$ cat config.mk
export PLATFORM = sky130hd
export DESIGN_NAME = halt_wake_seq
export DESIGN_NICKNAME = d
export VERILOG_FILES = /design/src/rtl/hws_pkg.sv /design/src/rtl/hws_port_edge.sv /design/src/rtl/hws_wake_arb.sv /design/src/rtl/hws_settle_cnt.sv /design/src/rtl/halt_wake_seq.sv
export SDC_FILE = /design/constraint.sdc
export NUM_CORES = 1
export LEC_CHECK = 0
export BUFFER_PORTS_ARGS = -buffer_cell sky130_fd_sc_hd__clkbuf_2
export CELL_PAD_IN_SITES_DETAIL_PLACEMENT = 1
export CELL_PAD_IN_SITES_GLOBAL_PLACEMENT = 1
export CORE_MARGIN = 2
export CORE_UTILIZATION = 35
export CTS_CLUSTER_DIAMETER = 30
export DETAILED_ROUTE_END_ITERATION = 6
export PLACE_DENSITY = 0.78
export RECOVER_POWER = 100
export SKIP_LAST_GASP = 1
export SYNTH_ARGS = -nofsm -noshare
export SYNTH_HDL_FRONTEND = slang
export SYNTH_SLANG_ARGS = --single-unit
$ cat constraint.sdc
create_clock -name clk -period 2.04 [get_ports clk]
set_input_delay 0.204 -clock clk [delete_from_list [all_inputs] [get_ports clk]]
set_output_delay 0.204 -clock clk [all_outputs]
set_load 0.1 [all_outputs]
$ cat src/rtl/hws_pkg.sv
// Shared types for the halt and wake-up sequencer.
package hws_pkg;
    typedef enum logic [1:0] {ST_RUN, ST_HALT, ST_SETTLE} hws_state_e;
    typedef enum logic [1:0] {WK_NONE, WK_PORT, WK_IRQ, WK_WDT} hws_cause_e;
endpackage

$ cat src/rtl/hws_port_edge.sv
// Port falling-edge detector.
// Each pin passes through two synchronising flops and then an edge register,
// all clocked by the always-on clock. The flops reset high (idle pin level),
// so leaving reset never produces a false edge.
// Assumes pins are asynchronous and held long enough to be sampled.
module hws_port_edge #(
    parameter int PA_W = 8
) (
    input  logic            clk,
    input  logic            rst_n,
    input  logic [PA_W-1:0] pin_i,
    output logic [PA_W-1:0] fall_o
);
    for (genvar g = 0; g < PA_W; g++) begin : g_bit
        logic sync1_q, sync2_q, prev_q;

        // Synchronise the pin and keep the previous synchronised level.
        always_ff @(posedge clk) begin
            if (!rst_n) begin
                sync1_q <= 1'b1;
                sync2_q <= 1'b1;
                prev_q  <= 1'b1;
            end else begin
                sync1_q <= pin_i[g];
                sync2_q <= sync1_q;
                prev_q  <= sync2_q;
            end
        end

        assign fall_o[g] = prev_q & ~sync2_q;
    end
endmodule

$ cat src/rtl/hws_wake_arb.sv
// Wake-source arbiter, purely combinational.
// Priority: watchdog, then a new interrupt, then an enabled port fall.
// Assumes irq_new_i is already masked against requests pending at halt entry.
module hws_wake_arb
    import hws_pkg::*;
#(
    parameter int NIRQ = 4,
    parameter int PA_W = 8
) (
    input  logic            wdt_ovf_i,
    input  logic [NIRQ-1:0] irq_new_i,
    input  logic [PA_W-1:0] port_fall_i,
    input  logic [PA_W-1:0] port_en_i,
    output logic            wake_o,
    output hws_cause_e      cause_o
);
    // Pick the highest-ranked source present this cycle.
    always_comb begin
        if (wdt_ovf_i)                        cause_o = WK_WDT;
        else if (|irq_new_i)                  cause_o = WK_IRQ;
        else if (|(port_fall_i & port_en_i))  cause_o = WK_PORT;
        else                                  cause_o = WK_NONE;
        wake_o = (cause_o != WK_NONE);
    end
endmodule

$ cat src/rtl/hws_settle_cnt.sv
// Settling-window counter.
// Counts cycles while clear_i is low. done_o is high on the final cycle of the
// window, i.e. on the SETTLE_CYC-th cycle after clear_i falls.
// Assumes SETTLE_CYC >= 2.
module hws_settle_cnt #(
    parameter int SETTLE_CYC = 1024
) (
    input  logic clk,
    input  logic rst_n,
    input  logic clear_i,
    output logic done_o
);
    localparam int CW = (SETTLE_CYC > 1) ? $clog2(SETTLE_CYC) : 1;
    localparam logic [CW-1:0] LAST = CW'(SETTLE_CYC - 1);

    logic [CW-1:0] cnt_q;

    // Advance through the window; hold at zero while cleared.
    always_ff @(posedge clk) begin
        if (!rst_n)       cnt_q <= '0;
        else if (clear_i) cnt_q <= '0;
        else              cnt_q <= cnt_q + CW'(1);
    end

    assign done_o = !clear_i && (cnt_q == LAST);
endmodule

$ cat src/rtl/halt_wake_seq.sv
// Halt and wake-up sequencer (top).
// Behaviour:
//   - A halt strobe gates the system clock and updates the PD/TO flags.
//   - While halted, the block waits for a wake source.
//   - On wake, it re-enables the clock and counts a settling window.
//   - It then issues one request: resume, interrupt vector, or warm reset.
// Assumes clk is always running; rst_n is the external (cold) reset.
module halt_wake_seq
    import hws_pkg::*;
#(
    parameter int NIRQ       = 4,
    parameter int PA_W       = 8,
    parameter int SETTLE_CYC = 1024
) (
    input  logic            clk,
    input  logic            rst_n,
    input  logic            halt_i,
    input  logic            wdt_clr_i,
    input  logic            wdt_ovf_i,
    input  logic [NIRQ-1:0] irq_req_i,
    input  logic [NIRQ-1:0] irq_en_i,
    input  logic            stack_full_i,
    input  logic [PA_W-1:0] port_pin_i,
    input  logic [PA_W-1:0] port_wake_en_i,
    output logic            sys_clk_en_o,
    output logic            pd_o,
    output logic            to_o,
    output logic            resume_o,
    output logic            irq_vec_o,
    output logic            warm_rst_o
);
    hws_state_e      state_q;
    hws_cause_e      cause_q, cause_d;
    logic [NIRQ-1:0] pend_q, wmask_q, irq_new;
    logic [PA_W-1:0] port_fall;
    logic            wake_any, settle_done;

    hws_port_edge #(.PA_W(PA_W)) u_edge (
        .clk    (clk),
        .rst_n  (rst_n),
        .pin_i  (port_pin_i),
        .fall_o (port_fall)
    );

    assign irq_new = irq_req_i & ~pend_q;

    hws_wake_arb #(.NIRQ(NIRQ), .PA_W(PA_W)) u_arb (
        .wdt_ovf_i   (wdt_ovf_i),
        .irq_new_i   (irq_new),
        .port_fall_i (port_fall),
        .port_en_i   (port_wake_en_i),
        .wake_o      (wake_any),
        .cause_o     (cause_d)
    );

    hws_settle_cnt #(.SETTLE_CYC(SETTLE_CYC)) u_cnt (
        .clk     (clk),
        .rst_n   (rst_n),
        .clear_i (state_q != ST_SETTLE),
        .done_o  (settle_done)
    );

    // Sequencer state, flags and completion pulses.
    always_ff @(posedge clk) begin
        if (!rst_n) begin
            state_q      <= ST_RUN;
            cause_q      <= WK_NONE;
            pend_q       <= '0;
            wmask_q      <= '0;
            sys_clk_en_o <= 1'b1;
            pd_o         <= 1'b0;
            to_o         <= 1'b0;
            resume_o     <= 1'b0;
            irq_vec_o    <= 1'b0;
            warm_rst_o   <= 1'b0;
        end else begin
            resume_o   <= 1'b0;
            irq_vec_o  <= 1'b0;
            warm_rst_o <= 1'b0;
            case (state_q)
                ST_RUN: begin
                    if (halt_i) begin
                        state_q      <= ST_HALT;
                        sys_clk_en_o <= 1'b0;
                        pd_o         <= 1'b1;
                        to_o         <= 1'b0;
                        pend_q       <= irq_req_i;
                    end else if (wdt_clr_i) begin
                        pd_o <= 1'b0;
                    end
                end
                ST_HALT: begin
                    if (wake_any) begin
                        state_q      <= ST_SETTLE;
                        sys_clk_en_o <= 1'b1;
                        cause_q      <= cause_d;
                        wmask_q      <= irq_new;
                        if (cause_d == WK_WDT) to_o <= 1'b1;
                    end
                end
                ST_SETTLE: begin
                    if (settle_done) begin
                        state_q <= ST_RUN;
                        case (cause_q)
                            WK_WDT:  warm_rst_o <= 1'b1;
                            WK_IRQ: begin
                                if (|(wmask_q & irq_en_i) && !stack_full_i)
                                    irq_vec_o <= 1'b1;
                                else
                                    resume_o <= 1'b1;
                            end
                            default: resume_o <= 1'b1;
                        endcase
                    end
                end
                default: state_q <= ST_RUN;
            endcase
        end
    end
endmodule

Word-level counts from Yosys, hierarchy flattened
Cells that the tools add are included.

Flip-flop bits (word level): 52. Input bits: 30. Output and inout port bits: 6. Logic and storage cells: 107.

$add $sub $neg: 1. Equal/unequal tests: 11. Muxes and demuxes: 19. Bitwise logic cells: 21. Reductions and logical operators: 20.

Operators by type and width (number): 10-bit by 1-bit adder with 10-bit output, second input constant (1); 10-bit == test, second input constant (1); 1-bit 2-to-1 mux (10); 2-bit 2-to-1 mux (5); 1-bit inverter (9); 3-bit AND reduction (3); 1-bit AND (8); 4-bit AND (2); 8-bit AND (1); 2-bit == test, second input constant (4); 2-bit inequality test, second input constant (4); 4-bit AND reduction (2); 4-bit OR reduction (2); 8-bit OR reduction (1); 1-bit one-hot mux with 2 select lines (3); 2-bit one-hot mux with 3 select lines (1); 2-bit AND reduction (3); 2-bit nonzero test (3); 4-bit inverter (1); 2-bit by 1-bit == test with 1-bit output, second input constant (1); 1-bit logical AND (2); 1-bit logical NOT (2); 2-bit logical NOT (1); 2-bit by 1-bit inequality test with 1-bit output, second input constant (1); 2-bit OR reduction (1).

Depth between registers and ports, before layout
Depth in word-level cells: 11. Mapped depth: 6. Depth with buffers taken out: 6.

Hierarchy
A second synthesis with hierarchy kept.

Cells, all modules: 186. Area, all modules: 1914.3 um^2.

By module, submodules not included: halt_wake_seq (times used 1, cells an instance 71, area an instance 729.4 um^2, sequential area each 360.3 um^2); hws_port_edge (times used 1, cells an instance 58, area an instance 694.4 um^2, sequential area each 480.5 um^2); hws_settle_cnt (times used 1, cells an instance 47, area an instance 419.2 um^2, sequential area each 200.2 um^2); hws_wake_arb (times used 1, cells an instance 10, area an instance 71.3 um^2, sequential area each 0.0 um^2).

Worst setup path before layout
Ideal clock, no wire load.

Path kind: register to register. From: register u_cnt.cnt_q[0]. To: register state_q[1]. Library setup time: 115 ps. Arrival: 1341 ps. Required time: 1925 ps. Slack: 584 ps. Stages on the path, launching flop included: 7. Buffers on the path: 0. Period minus slack after synthesis: 1456 ps. Cell sequence: dfxtp_1 ha_1 and4_4 nor4b_4 nor2_1 a21oi_2 a21bo_1.

Longest elaborated chain between the ends: 4.

RTL lines: start: declaration (line hws_settle_cnt.sv:16) `logic [CW-1:0] cnt_q;`; start signal: assignment (line hws_settle_cnt.sv:22) `else cnt_q <= cnt_q + CW'(1);`; 10-bit == test (line hws_settle_cnt.sv:25) `assign done_o = !clear_i && (cnt_q == LAST);`; 1-bit logical AND (line hws_settle_cnt.sv:25); 2-bit inequality test (no line); 3-bit AND reduction (no line); end signal: assignment (line halt_wake_seq.sv:66) `state_q <= ST_RUN;`; end signal: assignment (line halt_wake_seq.sv:83) `state_q <= ST_HALT;`; end signal: assignment (line halt_wake_seq.sv:94) `state_q <= ST_SETTLE;`; end: declaration (line halt_wake_seq.sv:32) `hws_state_e state_q;`.

No other way between the ends. A chain may end at the register's enable or synchronous reset.

Worst setup path after layout
From: register sys_clk_en_o. To: output port sys_clk_en_o.

RTL lines: start: declaration (line halt_wake_seq.sv:25) `output logic sys_clk_en_o,`; start signal: assignment (line halt_wake_seq.sv:70) `sys_clk_en_o <= 1'b1;`; start signal: assignment (line halt_wake_seq.sv:84) `sys_clk_en_o <= 1'b0;`; start signal: assignment (line halt_wake_seq.sv:95) `sys_clk_en_o <= 1'b1;`.

No word-level cell between the ends.

==> metrics.cfg <==
[worst_setup_path]
cp_num_cells=1
crit_required_ps=1840
end_kind=output pin
r2r_start=u_cnt.cnt_q[0]
path_class=reg2out
startpoint_type=register
slowest_stage=clkbuf_1
arrival_ps=1550
cp_num_buf_inv=1
endpoint=sys_clk_en_o
path_cells=clkbuf_1
worst_path_dominant_cell_family=buffers and inverters
max_stage_delay_ps=880
startpoint=sys_clk_en_o
worstReg2RegEnd=state_q[1]
r2r_slack_ps=440
worstPathMaxFanout=2
rr_worst_depth=6

[route]
routed_wl_um=3762
drtAntennaViolNets=0
drt_pre_antenna_iters=4
drc=0
via_per_inst=4.656
vias=1476
post_drt_wl_per_cell_um=11.87
drt_iter0_drc=64

[sta]
setup_violations=0
fin_tns_setup_ps=0
fin_skew_ps=8.518
maxSlewViolCount=0
fmax_mhz=570.3
finalCriticalPeriod_ps=1754
min_period_over_period=0.8596
slew-limit-headroom=0.2217
max_slew.worst_pin.slew_ps=1172
hold_viol=0
rsz0062_at_grt=false

[cts]
cts.sink_count=52
cts_tree=built
insertion_delay_ps=300
cts.clk_slew.worst_paths_ps=90
htreeDepth=2
cts_buffers=5
cts-resized-gates=0
hold_buffers=0
cts_setup_buffers=0
ctsRootBufferMaster=clkbuf_8
clockBufferDepth=2

[floorplan]
die_w_um=78.30
core.rowCount=27
core_um2=5405
fp.dieH_um=78.30
ios=36
die_area_um2=6130
initial_core_util=0.3574

[hold_path]
worstHoldPathType=in2reg

[placement]
hpwlAfterDp_um=2750
dp_cells=309
gp_congestion=0.7485
port_buffers=35

[final_layout]
layout_common_cells=dfxtp_1 (52), nand2_1 (39), nand2b_1 (30)
diodes=0
syn2layout_area_growth_pct=16.19
fillers=678
nets=275
final_cells=317
mostFrequentLayoutCell=dfxtp_1
drive_gt1_frac=0.1755

[global_route]
first_global_vias=1583
grt_usage=0.1421
antenna_found_initial=0
grt_first_pass_wirelength_um=6934
overflow=0
grt_max_degree=25

[run]
drv_cap=0

[run_status]
status=finished clean

[logic_synthesis]
ys_types=35
synth_warnings=0
synth_cells=209
synth_seq_cells=52
yosysSeqAreaShare=0.5389
syn_area_um2=1932
syn_nets=240
avgSynthCellArea_um2=9.243

[pwr]
vdd_drop_max_v=0.0004349
p_leak_nw=0.9076
power_density_nw_per_um2=842.1

logic make-up (layout without fill, tap and decap cells):
group           count (synthesis)  in the layout  share of synthesized area
flops                          52             52                     0.5389
simple gates                  106            106                     0.2902
buf+inv                        10             46                    0.02073
compound gates                 33             33                     0.1120
fa+ha+maj                       1              1                   0.006476
xor+xnor                        7              7                    0.03174
final cells by class:
class	instances	area (um2)	share of cell area
timing repair buffer	36	171.4	0.07637
inverter	2	7.507	0.003344
multi-input combinational	147	848.3	0.3779
tap	72	90.09	0.04013
clock inverter	2	13.76	0.006132
sequential	52	1041	0.4638
clock buffer	6	72.57	0.03233
stage by stage:
step / power [mW] / setup slack [ps] / hold slack [ps] / utilization / instance area (um2)
after floorplan: 1.269 / 584.1 / 305.5 / - / 1932
after global placement: 1.333 / 529.8 / 383.4 / 0.4019 / 2172
after detailed placement: 1.341 / 462.1 / 389.8 / 0.4019 / 2172
after CTS: 1.924 / 442.6 / 63.39 / 0.4178 / 2258
after global routing: 1.990 / 172.7 / 72.18 / 0.4153 / 2245
final: 1.890 / 286.4 / 71.58 / 0.4153 / 2245
metal layers:
layer  up-vias  global-route usage  wire (um)
li1        757                   -          -
met1       691              0.1651       1676
met2        23              0.2560       1891
met3         5             0.02989        146
met4         0             0.05263         48
met5         -                   0          0
power breakdown:
group	leakage, nW	switching, mW	internal (mW)
logic	0.436	0.141	0.0793
registers	0.426	0.0267	1.06
clock network	0.0456	0.335	0.245
total	0.908	0.503	1.39
cell usage after synthesis (all sizes together):
library cell  number  area [um2]
nor3               2       10.01
inv                2       7.510
and3b              1       8.760
nor3b              1       7.510
nor4b              1       23.77
a21bo              1       10.01
or3                1       6.260
nand3              4       20.02
nand4              1       6.260
nand3b             1       11.26
nor2b              2       12.51
o22ai              4       25.02
nand2b            30       187.7
o31ai              5       37.54
o21ai              8       40.04
a211o              1       8.760
nand2             39       146.4
a21oi              6       33.78
ha                 1       12.51
dfxtp             52        1041
clkbuf             6       22.52
and3               2       15.01
and2               3       20.02
and4               2       20.02
nor2              15       56.30
o31a               1       8.760
xor2               5       43.79
buf                2       10.01
and2b              1       8.760
xnor2              2       17.52
a21boi             4       30.03
a22oi              3       22.52
worst min-delay path by stage:
stage | start | end | slack (ps) | cells after the start
after floorplan | port_pin_i[0] | u_edge.g_bit[0].sync1_q | 310 | 1
after global placement | port_pin_i[0] | u_edge.g_bit[0].sync1_q | 380 | 2
after detailed placement | port_pin_i[7] | u_edge.g_bit[7].sync1_q | 390 | 2
after CTS | port_pin_i[7] | u_edge.g_bit[7].sync1_q | 60 | 2
after global routing | port_pin_i[3] | u_edge.g_bit[3].sync1_q | 70 | 2
final | port_pin_i[0] | u_edge.g_bit[0].sync1_q | 70 | 2
flip-flops by register name, summed over array words and instances (netlist names), 2 cells and up:
name,cells
u_cnt.cnt_q,10
u_edge.g_bit.prev_q,8
u_edge.g_bit.sync1_q,8
u_edge.g_bit.sync2_q,8
pend_q,4
wmask_q,4
cause_q,2
state_q,2
(Power assumes the default switching activity.)
